[src/rtl/rsf_pkg.sv]
package rsf_pkg;

  localparam int WORD_W    = 32;
  localparam int MAX_WORDS = 4;
  localparam int STEP_W    = $clog2(MAX_WORDS);

  typedef enum logic [2:0] {
    SZ_BYTE = 3'd0,
    SZ_HALF = 3'd1,
    SZ_WORD = 3'd2,
    SZ_DUAL = 3'd3,
    SZ_QUAD = 3'd4
  } size_code_e;

  typedef enum logic {
    FWD_IDLE  = 1'b0,
    FWD_WRITE = 1'b1
  } fwd_state_e;

  // Index of the last word of a store of the given size
  function automatic logic [STEP_W-1:0] last_step(input logic [2:0] sz);
    logic [STEP_W-1:0] r;
    case (sz)
      SZ_DUAL: r = STEP_W'(1);
      SZ_QUAD: r = STEP_W'(3);
      default: r = '0;
    endcase
    return r;
  endfunction

endpackage

[src/rtl/rsf_slot_match.sv]
module rsf_slot_match #(
  parameter int ADDR_W = 32,
  parameter int NSLOTS = 4,
  parameter int CNT_W  = $clog2(NSLOTS + 1),
  parameter int IDX_W  = (NSLOTS > 1) ? $clog2(NSLOTS) : 1
) (
  input  logic [ADDR_W-1:0]        st_addr,
  input  logic [CNT_W-1:0]         slot_count,
  input  logic [NSLOTS-1:0]        slot_valid,
  input  logic [NSLOTS*ADDR_W-1:0] slot_addr,
  output logic                     hit,
  output logic [IDX_W-1:0]         hit_idx
);

  logic [NSLOTS-1:0] cand;

  // Per-slot compare: enabled, configured and equal
  for (genvar g = 0; g < NSLOTS; g++) begin : g_cmp
    localparam logic [CNT_W-1:0] SLOT_NUM = CNT_W'(g);
    logic in_range;
    logic addr_eq;
    assign in_range = (SLOT_NUM < slot_count);
    assign addr_eq  = (slot_addr[g*ADDR_W +: ADDR_W] == st_addr);
    assign cand[g]  = slot_valid[g] & in_range & addr_eq;
  end

  // Lowest index wins: scan downward so the last assignment is the lowest
  always_comb begin
    hit     = 1'b0;
    hit_idx = '0;
    for (int i = NSLOTS - 1; i >= 0; i--) begin
      if (cand[i]) begin
        hit     = 1'b1;
        hit_idx = IDX_W'(i);
      end
    end
  end

endmodule

[src/rtl/rsf_word_shaper.sv]
module rsf_word_shaper
  import rsf_pkg::*;
(
  input  logic [2:0]        size,
  input  logic [WORD_W-1:0] raw,
  output logic [WORD_W-1:0] shaped
);

  logic [WORD_W-1:0] keep;

  always_comb begin
    case (size)
      SZ_BYTE: keep = WORD_W'(32'h0000_00FF);
      SZ_HALF: keep = WORD_W'(32'h0000_FFFF);
      default: keep = '1;
    endcase
    shaped = raw & keep;
  end

endmodule

[src/rtl/rsf_write_seq.sv]
module rsf_write_seq
  import rsf_pkg::*;
#(
  parameter int ADDR_W     = 32,
  parameter int RIDX_W     = 6,
  parameter int LINE_BYTES = 32,
  localparam int OFF_W     = $clog2(LINE_BYTES)
) (
  input  logic              clk,
  input  logic              rst_n,
  input  logic              st_valid,
  input  logic              hit,
  input  logic [ADDR_W-1:0] st_addr,
  input  logic [RIDX_W-1:0] st_src_idx,
  input  logic [2:0]        st_size,
  input  logic              st_fp,
  input  logic [RIDX_W-1:0] sel_dst,
  input  logic              sel_fp,
  input  logic              wr_ready,
  output logic              busy,
  output logic              wr_valid,
  output logic [RIDX_W-1:0] wr_idx,
  output logic              wr_fp,
  output logic [RIDX_W-1:0] src_rd_idx,
  output logic              src_rd_fp,
  output logic [2:0]        cur_size,
  output logic              inv_valid,
  output logic [ADDR_W-1:0] inv_addr
);

  fwd_state_e        state_q, state_d;
  logic [STEP_W-1:0] step_q, step_d;
  logic              inv_q, inv_d;
  logic              load_en;

  logic [STEP_W-1:0] last_q;
  logic [RIDX_W-1:0] dst_q;
  logic              dfp_q;
  logic [RIDX_W-1:0] src_q;
  logic              sfp_q;
  logic [2:0]        size_q;
  logic [ADDR_W-1:0] line_q;
  logic [ADDR_W-1:0] line_d;

  assign line_d = {st_addr[ADDR_W-1:OFF_W], {OFF_W{1'b0}}};

  // Next state
  always_comb begin
    state_d = state_q;
    step_d  = step_q;
    inv_d   = 1'b0;
    load_en = 1'b0;
    case (state_q)
      FWD_IDLE: begin
        if (st_valid && hit) begin
          state_d = FWD_WRITE;
          step_d  = '0;
          inv_d   = 1'b1;
          load_en = 1'b1;
        end
      end
      FWD_WRITE: begin
        if (wr_ready) begin
          if (step_q == last_q) begin
            state_d = FWD_IDLE;
          end else begin
            step_d = step_q + 1'b1;
          end
        end
      end
      default: state_d = FWD_IDLE;
    endcase
  end

  // Control registers
  always_ff @(posedge clk or negedge rst_n) begin
    if (!rst_n) begin
      state_q <= FWD_IDLE;
      step_q  <= '0;
      inv_q   <= 1'b0;
    end else begin
      state_q <= state_d;
      step_q  <= step_d;
      inv_q   <= inv_d;
    end
  end

  // Captured request, loaded only on a matching accept
  always_ff @(posedge clk) begin
    if (load_en) begin
      last_q <= last_step(st_size);
      dst_q  <= sel_dst;
      dfp_q  <= sel_fp;
      src_q  <= st_src_idx;
      sfp_q  <= st_fp;
      size_q <= st_size;
      line_q <= line_d;
    end
  end

  assign busy       = (state_q == FWD_WRITE);
  assign wr_valid   = busy;
  assign wr_idx     = dst_q + RIDX_W'(step_q);
  assign wr_fp      = dfp_q;
  assign src_rd_idx = src_q + RIDX_W'(step_q);
  assign src_rd_fp  = sfp_q;
  assign cur_size   = size_q;
  assign inv_valid  = inv_q;
  assign inv_addr   = line_q;

endmodule

[src/rtl/recov_store_fwd.sv]
module recov_store_fwd
  import rsf_pkg::*;
#(
  parameter int ADDR_W     = 32,
  parameter int NSLOTS     = 4,
  parameter int RIDX_W     = 6,
  parameter int LINE_BYTES = 32,
  localparam int CNT_W     = $clog2(NSLOTS + 1),
  localparam int IDX_W     = (NSLOTS > 1) ? $clog2(NSLOTS) : 1
) (
  input  logic                     clk,
  input  logic                     rst_n,
  input  logic                     st_valid,
  input  logic [ADDR_W-1:0]        st_addr,
  input  logic [RIDX_W-1:0]        st_src_idx,
  input  logic [2:0]               st_size,
  input  logic                     st_fp,
  input  logic [CNT_W-1:0]         slot_count,
  input  logic [NSLOTS-1:0]        slot_valid,
  input  logic [NSLOTS*ADDR_W-1:0] slot_addr,
  input  logic [NSLOTS*RIDX_W-1:0] slot_dst,
  input  logic [NSLOTS-1:0]        slot_fp,
  output logic [RIDX_W-1:0]        src_rd_idx,
  output logic                     src_rd_fp,
  input  logic [WORD_W-1:0]        src_rd_data,
  output logic                     wr_valid,
  input  logic                     wr_ready,
  output logic [RIDX_W-1:0]        wr_idx,
  output logic                     wr_fp,
  output logic [WORD_W-1:0]        wr_data,
  output logic                     inv_valid,
  output logic [ADDR_W-1:0]        inv_addr,
  output logic                     busy
);

  logic              hit;
  logic [IDX_W-1:0]  hit_idx;
  logic [RIDX_W-1:0] sel_dst;
  logic              sel_fp;
  logic [2:0]        cur_size;

  rsf_slot_match #(
    .ADDR_W (ADDR_W),
    .NSLOTS (NSLOTS),
    .CNT_W  (CNT_W),
    .IDX_W  (IDX_W)
  ) u_match (
    .st_addr    (st_addr),
    .slot_count (slot_count),
    .slot_valid (slot_valid),
    .slot_addr  (slot_addr),
    .hit        (hit),
    .hit_idx    (hit_idx)
  );

  assign sel_dst = slot_dst[hit_idx*RIDX_W +: RIDX_W];
  assign sel_fp  = slot_fp[hit_idx];

  rsf_write_seq #(
    .ADDR_W     (ADDR_W),
    .RIDX_W     (RIDX_W),
    .LINE_BYTES (LINE_BYTES)
  ) u_seq (
    .clk        (clk),
    .rst_n      (rst_n),
    .st_valid   (st_valid),
    .hit        (hit),
    .st_addr    (st_addr),
    .st_src_idx (st_src_idx),
    .st_size    (st_size),
    .st_fp      (st_fp),
    .sel_dst    (sel_dst),
    .sel_fp     (sel_fp),
    .wr_ready   (wr_ready),
    .busy       (busy),
    .wr_valid   (wr_valid),
    .wr_idx     (wr_idx),
    .wr_fp      (wr_fp),
    .src_rd_idx (src_rd_idx),
    .src_rd_fp  (src_rd_fp),
    .cur_size   (cur_size),
    .inv_valid  (inv_valid),
    .inv_addr   (inv_addr)
  );

  rsf_word_shaper u_shape (
    .size   (cur_size),
    .raw    (src_rd_data),
    .shaped (wr_data)
  );

endmodule

[config.mk]
export PLATFORM = sky130hd
export DESIGN_NAME = recov_store_fwd
export DESIGN_NICKNAME = d
export VERILOG_FILES = /design/src/rtl/rsf_pkg.sv /design/src/rtl/rsf_slot_match.sv /design/src/rtl/rsf_word_shaper.sv /design/src/rtl/rsf_write_seq.sv /design/src/rtl/recov_store_fwd.sv
export SDC_FILE = /design/constraint.sdc
export NUM_CORES = 1
export LEC_CHECK = 0
export ABC_CLOCK_PERIOD_IN_PS = 3600
export BUFFER_PORTS_ARGS = -buffer_cell sky130_fd_sc_hd__buf_2
export CORE_AREA = 2 2 125 127
export CTS_CLUSTER_SIZE = 14
export DETAILED_ROUTE_END_ITERATION = 7
export DIE_AREA = 0 0 127 129
export PLACE_DENSITY = 0.61
export RECOVER_POWER = 100
export SYNTH_ARGS = -nofsm -noshare
export SYNTH_HDL_FRONTEND = slang
export SYNTH_SLANG_ARGS = --single-unit
[constraint.sdc]
create_clock -name clk -period 3.6 [get_ports clk]
set_input_delay 0.36 -clock clk [delete_from_list [all_inputs] [get_ports clk]]
set_output_delay 0.36 -clock clk [all_outputs]
set_load 0.1 [all_outputs]
==> results.md, run 1 <==
* Cell types occupying the most area after synthesis: edfxtp_1 (31%), xnor2_1 (13%), xor2_1 (13%), nand4_1 (4.3%), nor4_1 (3.7%)
* Slew @ Worst Pin at 1230 ps
* EDFF count, synth at 46
* Synth Instances at 456
* WL final at 20.3 mm
* Multiplexer share of the synthesized area at 0%
* CP max stage delay at 880 ps
* Outcome: finished, final reports clean
* Wl on met1 at 8.44 mm
* Simple-gate area share of the yosys netlist at 27.1%
* RePlAce Congestion at 1.01
* Highest Clock Rate at 325 MHz
* WP buf/inv at 2
* Drt first pass iters at 6
* RSZ-0062 raised after global routing: false
* DR top layer: met5
* Crit-path cells: ha_1 -> inv_1 -> fa_1 -> nor2_1 -> xor2_1 -> clkbuf_1
* Yosys top cell area share at 30.5%
* Worst vdd ir at 0.000157 V
* Final HPWL DP at 17.4 mm
* Worst setup margin at 520 ps
* Avg WL per Cell at 21.5 µm
* Worst Setup End Kind: output port
* Largest family of logic cells by synthesized area: simple AND/OR/NAND/NOR gates
* Clock transition at path regs at 70 ps
* WHS Path Cells at 1
* Minimum clock period at 3080 ps
* Cell variety after synth at 51
* Global-route usage over all layers at 24.4%
* H-Tree Depth at 2
* Post-Syn Area at 0.00453 mm²
* Number of port buffers at 300
* CTS max path bufs at 2
* Seq cells post-synth at 50
* Dpl ws at 495 ps
* P per Cell Area at 282 mW/mm²
* Via count at 4744
* Nets at 995
* Clock Sinks at 50
* CTS tree: done
* Synth Area in XOR/XNOR at 25.7%
* Synth async-reset ratio at 8.00%
* First-pass GRT wire length at 28.9 mm
* Worst R2R Start: u_seq.step_q[1]
* Main synth FF type: edfxtp_1
* Slew Limit Headroom at 18.2%
* Antenna-violating nets left at 0
* TNS Setup at 0 ps
* Overflow after GRT at 0
* CTS root buf: clkbuf_16
* Tot Pwr at 1.76 mW
* Vias in the first global route at 4743
* Mean post-synth cell area at 9.93 µm²
* Total leakage power at 2.46 nW
* CTS buffer count at 5
* P&R area growth vs syn at 37.5%
* Hold Crit Class: input pin to register
* Clk_skew at 4.60 ps
* Pin count of the biggest net entering global routing at 32
* Reg2reg end: u_seq.step_q[1]
* Adder-cell share of the synthesized area at 1.99%
* Max-Cap Viols at 0
* Hold Crit Start: st_src_idx[4]
* Die Y at 129 µm
* Synth area leader: edfxtp_1
* Worst EP required at 3240 ps
* Endpoints failing setup at 0
* Worst reg2reg path depth at 6
* Die W at 127 µm
* Worst Path Max Fanout at 5
* Crit Path Class: register to output port
* Final-report hold violation count at 0
* DRC viols at 0
* Final Cycle Share at 85.6%
* Share of cells above drive strength 1 at 30.2%
* Initial Utilization at 30.2%
* CTS resizes at 0
* Critical Path AT at 2720 ps
* Synth Area in Compound Gates at 7.57%
* Met3 routed WL at 1.88 mm
* Most frequent cells in the layout: buf_2 (201), clkbuf_1 (99), xnor2_1 (66)
* Setup slack, reg-to-reg at 1750 ps
* Crit path launch type: register
* Most common cell after layout, fill and taps aside: buf_2
* Number of synthesis warnings at 0
* Ports at 322
* CP max stage cell: clkbuf_1
* Clock Latency Late Sink at 300 ps
* DRT iter0 DRCs at 427
* Fin util at 41.6%
* Row count at 45
* DR WL met2 at 9.71 mm
* Initial antenna violation count at 5
* CP top delay family: buffers and inverters
* Core area at 0.0150 mm²
* Worst Hold End: u_seq.src_q[4]
* Drt via density at 5.04
* Die ar. at 0.0164 mm²
* Seq/Total Area, Yosys at 32.7%
* Max-slew violations at 0
-- timing repair --
item | CTS | global route
hold buffers | 1 | 0
endpoints found under the hold margin | 4 | 0
setup buffers | 0 | 0
-- cell families (layout without fill, tap and decap cells) --
group,after synthesis,in the layout
simple gates,179,179
fa+ha+maj,6,6
other cells,1,10
xor+xnor,132,132
flops,50,50
buf+inv,41,330
compound gates,47,47
-- power by group --
| part | total, mW | switching [mW] | internal, mW |
|---|---|---|---|
| clock network | 0.558 | 0.229 | 0.329 |
| registers | 0.633 | 0.000172 | 0.633 |
| logic | 0.564 | 0.362 | 0.202 |
-- layout make-up --
type,instances,area (µm²)
antenna,5,12.5
clock buffer,5,125
clock inverter,3,42.5
fill,1623,8750
inverter,16,60.1
multi-input combinational,369,2830
sequential,50,1480
tap,188,235
timing repair buffer,306,1440
-- synthesized netlist by cell type, types with 2 or more instances --
| cell type | instances |
|---|---|
| nor2_1 | 8 |
| nand2b_1 | 18 |
| dfrtp_1 | 4 |
| buf_4 | 16 |
| nand3_1 | 7 |
| inv_1 | 16 |
| buf_2 | 4 |
| nand2_1 | 14 |
| clkbuf_1 | 4 |
| nand4b_1 | 16 |
| fa_1 | 2 |
| nor4_4 | 5 |
| nor2b_1 | 26 |
| a21o_1 | 3 |
| and3_1 | 3 |
| nor4bb_1 | 2 |
| xnor2_1 | 66 |
| o311ai_1 | 7 |
| o41ai_1 | 7 |
| edfxtp_1 | 46 |
| or3_1 | 2 |
| and4_1 | 2 |
| ha_1 | 4 |
| nand4_1 | 31 |
| xor2_1 | 65 |
| a21oi_1 | 16 |
| nor3_1 | 7 |
| o2111ai_1 | 3 |
| or4_4 | 3 |
| nor4_1 | 27 |
| o221ai_1 | 2 |
-- metal layers --
layer  vias up  track usage [%]
li1       2267                -
met2       266             42.3
met5         -                0
met1      2191             30.4
met4         2             5.24
met3        18             6.82
-- registers in the layout (all words and copies together) (netlist names) --
signal	cells
u_seq.step_q	2
u_seq.inv_valid	1
u_seq.wr_fp	1
u_seq.src_rd_fp	1
u_seq.cur_size	3
u_seq.src_q	6
u_seq.busy	1
u_seq.dst_q	6
u_seq.last_q	2
u_seq.inv_addr	27
-- through the flow --
step,std cells,hold slack [ps],cell area [µm²]
after floorplan,460,64.4,4550
after global placement,928,167,6180
after detailed placement,928,167,6180
after CTS,937,220,6360
after global routing,939,217,6220
final,942,232,6220
-- worst max-delay path by stage --
stage / from / endpoint / slack, ps / cells after the start
final: u_seq.step_q[0] / src_rd_idx[4] / 520 / 6
after global routing: st_addr[10] / u_seq.inv_addr[30] / 340 / 8
after CTS: st_addr[24] / u_seq.inv_addr[12] / 820 / 8
after detailed placement: st_addr[24] / u_seq.inv_addr[12] / 490 / 8
after floorplan: st_addr[11] / u_seq.cur_size[0] / 140 / 8
after global placement: st_addr[24] / u_seq.inv_addr[12] / 540 / 8
(Power assumes the default switching activity.)
==> inputs of run 2 (changes only) <==
ABC_CLOCK_PERIOD_IN_PS = 3900   (was 3600)
clock period = 3.9 ns   (was 3.6 ns; I/O delays follow)
==> run 2 against run 1 <==
- final cell count shrank 0.64%
- largest power group unchanged
- sequential cell count is the same
- core utilization decreased by 0.35 points
- sequential share of layout area grew 0.20 points
==> results.md, run 2 (same netlist as run 1, synthesis figures left out) <==
* Worst reg2reg path depth at 6 (unchanged)
* Endpoints failing setup at 0 (unchanged)
* Most common cell after layout, fill and taps aside: buf_2
* Worst Path Max Fanout at 47 (+42)
* RSZ-0062 raised after global routing: false
* Share of cells above drive strength 1 at 30.0% (-0.15 points)
* Final instance area at 0.00617 mm² (-0.84%)
* Pin count of the biggest net entering global routing at 48 (+50%)
* P per Cell Area at 257 mW/mm² (-9.0%)
* Initial Utilization at 30.2% (unchanged)
* Minimum clock period at 3360 ps
* Worst EP required at 3890 ps (+650 ps)
* Reg2reg end: u_seq.step_q[1]
* RePlAce Congestion at 0.977 (-3.0%)
* CP top delay family: simple AND/OR/NAND/NOR gates
* Clock power frac at 30.1% (-1.7 points)
* Post-CTS Repair Setup Buffers at 0 (unchanged)
* Placed Area at 0.00616 mm² (-0.36%)
* CP max stage cell: nor4_2
* Die W at 127 µm (unchanged)
* Drt via density at 5.14 (+2.0%)
* Die Y at 129 µm (unchanged)
* Switching Fraction at 35.9% (+2.2 points)
* Core area at 0.0150 mm² (unchanged)
* Crit Path Class: input pin to register
* Hold Crit Class: input pin to register
* Via count at 4810 (+1.4%)
* First-pass GRT wire length at 29.5 mm (+2.1%)
* Final HPWL DP at 17.6 mm (+0.98%)
* CTS root buf: clkbuf_16
* Drt first pass iters at 5 (-1)
* Worst R2R Start: u_seq.step_q[1]
* Global-route usage over all layers at 24.8% (+0.38 points)
* Max-Cap Viols at 0 (unchanged)
* Vias in the first global route at 4749 (+0.13%)
* DRT iter0 DRCs at 444 (+4.0%)
* Clock Latency Late Sink at 310 ps (about the same)
* CP Launch Point: st_addr[24]
* Psw at 0.568 mW (-3.9%)
* Critical Path AT at 3360 ps (+640 ps)
* Worst Setup End Kind: register
* Row count at 45 (unchanged)
* CTS resizes at 0 (unchanged)
* Final Cycle Share at 86.2%
* Most frequent cells in the layout: buf_2 (201), clkbuf_1 (99), xnor2_1 (66)
* P_int at 1.02 mW (-13%)
* Sequential Power Share at 36.9% (+0.8 points)
* CTS buffer count at 5 (unchanged)
* Logic pwr share at 33.0% (+0.9 points)
* Nets at 992 (-0.30%)
* CTS max path bufs at 2 (unchanged)
* P&R area growth vs syn at 36.3%
* Setup slack, reg-to-reg at 2020 ps (+270 ps)
* WL final at 20.6 mm (+1.8%)
* Antenna-violating nets left at 0 (unchanged)
* Slew @ Worst Pin at 1260 ps (+25.0 ps)
* WP buf/inv at 2 (unchanged)
* TNS Setup at 0 ps (unchanged)
* Crit-path cells: clkbuf_1 -> xnor2_1 -> nand3_1 -> nor4_2 -> and3_1 -> nor2_2 -> a311oi_1 -> buf_12
* H-Tree Depth at 2 (unchanged)
* Clock Sinks at 50 (unchanged)
* Number of port buffers at 300 (unchanged)
* Worst vdd ir at 0.000158 V (+0.54%)
* Crit path launch type: input pin
* Initial antenna violation count at 3 (-2)
* Slew Limit Headroom at 16.6% (-1.7 points)
* Final Hold Slack at 252 ps (+20.9 ps)
* CTS tree: done
* Worst Setup EP: u_seq.inv_addr[29]
* Avg WL per Cell at 22.1 µm (+2.5%)
* Outcome: finished, final reports clean
* Filler cells at 1601 (-1.4%)
* DRC viols at 0 (unchanged)
* Clk_skew at 3.28 ps (-1.32 ps)
* Die ar. at 0.0164 mm² (unchanged)
* Max FFs per register at 27 (unchanged)
* Hold buffer count at CTS at 1 (unchanged)
* Clock transition at path regs at 80 ps (about the same)
* Highest Clock Rate at 297 MHz
* Overflow after GRT at 0 (unchanged)
* Ports at 322 (unchanged)
* Max-slew violations at 0 (unchanged)
* Crit. path cell count at 8 (+2)
* Final-report hold violation count at 0 (unchanged)
* CP max stage delay at 890 ps (about the same)
* Total leakage power at 2.43 nW (-1.1%)
==> run 2: per-stage QoR <==
stage,setup slack (ps),util [%],instances,power (mW)
floorplan,410,-,460,0.930
global placement,774,41.1,925,1.13
global route,435,41.2,935,1.66
finish,538,41.2,936,1.58
detailed placement,727,41.1,925,1.12
CTS,1070,42.2,934,1.61
==> run 2: how the worst min path moves through the flow <==
stage / from / endpoint / cells after the start
2_1_floorplan: rst_n / u_seq.busy / 0
3_3_place_gp: rst_n / u_seq.step_q[1] / 1
3_5_place_dp: rst_n / u_seq.inv_valid / 1
4_1_cts: st_src_idx[3] / u_seq.src_q[3] / 1
5_1_grt: st_src_idx[5] / u_seq.src_q[5] / 1
6_report: st_src_idx[4] / u_seq.src_q[4] / 1
==> run 2: layer usage <==
| metal | wire length, µm | up-vias | track usage, % | share of wire, % |
|---|---|---|---|---|
| li1 | - | 2257 | - | - |
| met2 | 9880 | 284 | 42.4 | 48 |
| met4 | 349 | 2 | 6.85 | 1.7 |
| met5 | 11 | - | 0 | 0.053 |
| met1 | 8510 | 2242 | 30.9 | 41 |
| met3 | 1890 | 25 | 6.65 | 9.2 |
==> run 2: layout make-up <==
type | count | area (µm²) | area share [%]
repair buffers | 303 | 1420 | 22.9
multi-input cells | 369 | 2820 | 45.7
flip-flops and latches | 50 | 1480 | 24.0
diodes | 2 | 5.00 | 0.0811
inverters | 16 | 60.1 | 0.973
well taps | 188 | 235 | 3.81
clock buffers | 5 | 125 | 2.03
clock inverters | 3 | 28.8 | 0.466
==> run 2: power groups by stage <==
stage / clock network (mW) / logic (mW) / registers, mW
after global routing: 0.515 / 0.557 / 0.584
after global placement: 0 / 0.530 / 0.597
after floorplan: 0 / 0.333 / 0.597
after detailed placement: 0 / 0.528 / 0.597
after CTS: 0.495 / 0.531 / 0.584
final: 0.477 / 0.523 / 0.584
==> run 2: worst reg2reg max path: cells and delay by family, from the launching register on <==
kind | cells | cell delay (ps)
AO/OA/AOI/OAI | 3 | 830
XOR/XNOR | 2 | 310
flip-flops | 1 | 460
AND/OR/NAND/NOR | 1 | 170
==> inputs of run 3 (changes only) <==
CORE_AREA = 2 2 126 128   (was 2 2 125 127)
CTS_BUF_LIST = sky130_fd_sc_hd__clkbuf_4 sky130_fd_sc_hd__clkbuf_8   (was not set)
DIE_AREA = 0 0 128 130   (was 0 0 127 129)
PLACE_DENSITY = 0.6   (was 0.61)
==> run 3 against run 2 <==
- clock skew rose by 9.9 ps
- sequential power barely moved
- non-clock buffer count unchanged
- critical path type is now register to output port
- largest power group unchanged
==> results.md, run 3 (same netlist as run 1, synthesis figures left out) <==
* DRC viols at 0 (unchanged)
* TNS Setup at 0 ps (unchanged)
* Final Hold Slack at 227 ps (-25.6 ps)
* Max-Cap Viols at 0 (unchanged)
* Die W at 128 µm (+0.79%)
* Endpoints failing setup at 0 (unchanged)
* Row count at 46 (+2.2%)
* Worst EP required at 3510 ps (-380 ps)
* Worst Setup End Kind: output port
* Final HPWL DP at 17.6 mm (+0.47%)
* Crit path launch type: register
* Pin count of the biggest net entering global routing at 48 (unchanged)
* Total leakage power at 2.41 nW (-0.85%)
* RSZ-0062 raised after global routing: false
* P per Cell Area at 239 mW/mm² (-7.0%)
* RePlAce Congestion at 0.994 (+1.8%)
* Initial Utilization at 29.4% (-0.88 points)
* Number of port buffers at 300 (unchanged)
* Die ar. at 0.0166 mm² (+1.6%)
* Most common cell after layout, fill and taps aside: buf_2
* Footprint of the multi-input gates at 0.00283 mm² (+0.31%)
* CTS max path bufs at 2 (unchanged)
* Minimum clock period at 3120 ps (-242 ps)
* Final-report hold violation count at 0 (unchanged)
* Vias in the first global route at 4787 (+0.80%)
* Max-slew violations at 0 (unchanged)
* Global-route usage over all layers at 24.3% (-0.51 points)
* Worst setup margin at 779 ps (+242 ps)
* Critical Path AT at 2730 ps (-630 ps)
* P&R area growth vs syn at 35.4%
* Slew @ Worst Pin at 1230 ps (-25.4 ps)
* Outcome: finished, final reports clean
* Clock transition at path regs at 100 ps (+20 ps)
* Hold Crit Class: input pin to register
* Drt via density at 5.08 (-1.1%)
* Overflow after GRT at 0 (unchanged)
* Dpl ws at 806 ps (+79.7 ps)
* Max FFs per register at 27 (unchanged)
* First-pass GRT wire length at 29.0 mm (-1.8%)
* Antenna-violating nets left at 0 (unchanged)
* CTS buffer count at 5 (unchanged)
* Clock Sinks at 50 (unchanged)
* Ports at 322 (unchanged)
* Final instance area at 0.00613 mm² (-0.69%)
* Core area at 0.0154 mm² (+3.0%)
* Clock Latency Late Sink at 340 ps (+30 ps)
* Drt first pass iters at 5 (unchanged)
* Nets at 992 (unchanged)
* Fin util at 39.7% (-1.5 points)
* Clk_skew at 13.2 ps (+9.95 ps)
* CTS root buf: clkbuf_8
* Final Cycle Share at 80.0% (-6.2 points)
* Crit Path Class: register to output port
* H-Tree Depth at 2 (unchanged)
* Most frequent cells in the layout: buf_2 (201), clkbuf_1 (99), xnor2_1 (66)
* Initial antenna violation count at 3 (unchanged)
* WL final at 20.7 mm (about the same)
* Share of cells above drive strength 1 at 30.0% (unchanged)
* CTS tree: done
* Die Y at 130 µm (+0.78%)
* Worst vdd ir at 0.000114 V (-28%)
* Slew Limit Headroom at 18.3% (+1.7 points)
* DRT iter0 DRCs at 349 (-21%)
* Placed Area at 0.00616 mm² (about the same)
* Filler cells at 1689 (+5.5%)
* Highest Clock Rate at 320 MHz (+7.8%)
* Sequential cell area at 0.00148 mm² (unchanged)
* Via count at 4779 (-0.64%)
* Avg WL per Cell at 22.0 µm (-0.38%)
* Worst Path Max Fanout at 5 (-89%)
run 3: cell counts in the layout (fill, tap and decap cells not counted):
Identical to the previous run, type by type.
run 3: path summary, 6_finish.rpt:
path	from	to	slack [ps]	depth (start not counted)
worst max-delay path	u_seq.step_q[0]	wr_idx[4]	780	6
worst min-delay path	st_src_idx[0]	u_seq.src_q[0]	230	1
worst max register to register	u_seq.step_q[1]	u_seq.step_q[1]	2000	6
worst min register to register	u_seq.busy	u_seq.busy	690	2
max in group asynchronous	rst_n	u_seq.step_q[0]	3310	2
min in group asynchronous	rst_n	u_seq.busy	410	2
run 3: layer usage:
| metal | track usage, % | share of wire [%] |
|---|---|---|
| met5 | 0 | 0.11 |
| met3 | 5.66 | 7.5 |
| met1 | 30.3 | 42 |
| met2 | 41.8 | 48 |
| met4 | 7.43 | 2.1 |
run 3: critical path, cell delays in order (launching register included):
cell and delay (ps):
dfrtp_1 490, ha_1 220, inv_1 60, fa_1 460, nor2_1 140, xor2_1 150
clkbuf_1 870
run 3: report_power, final:
part           internal [mW]  leakage, nW  total (mW)  switching [mW]
combinational          0.187         1.90       0.526           0.339
sequential             0.584        0.461       0.585        0.000156
clock                  0.134       0.0502       0.353           0.219
total                  0.905         2.41        1.46           0.559
run 3: layout make-up:
class	instances	share of cell area [%]
Multi-Input combinational cell	369	46.2
Sequential cell	50	24.2
Timing Repair Buffer	303	23.1
Tap cell	192	3.92
Clock buffer	5	1.12
Inverter	16	0.980
Clock inverter	3	0.469
Antenna cell	2	0.0816
run 3: timing repair:
action,in CTS,in global routing
buffers inserted,0,0
gates resized for setup,0,0
endpoints found under the hold margin,4,0
hold buffers,1,0
run 3: per-stage QoR:
stage	power [mW]	cells
6_report	1.46	940
5_1_grt	1.53	939
4_1_cts	1.49	938
3_5_place_dp	1.13	929
3_3_place_gp	1.13	929
2_1_floorplan	0.930	460
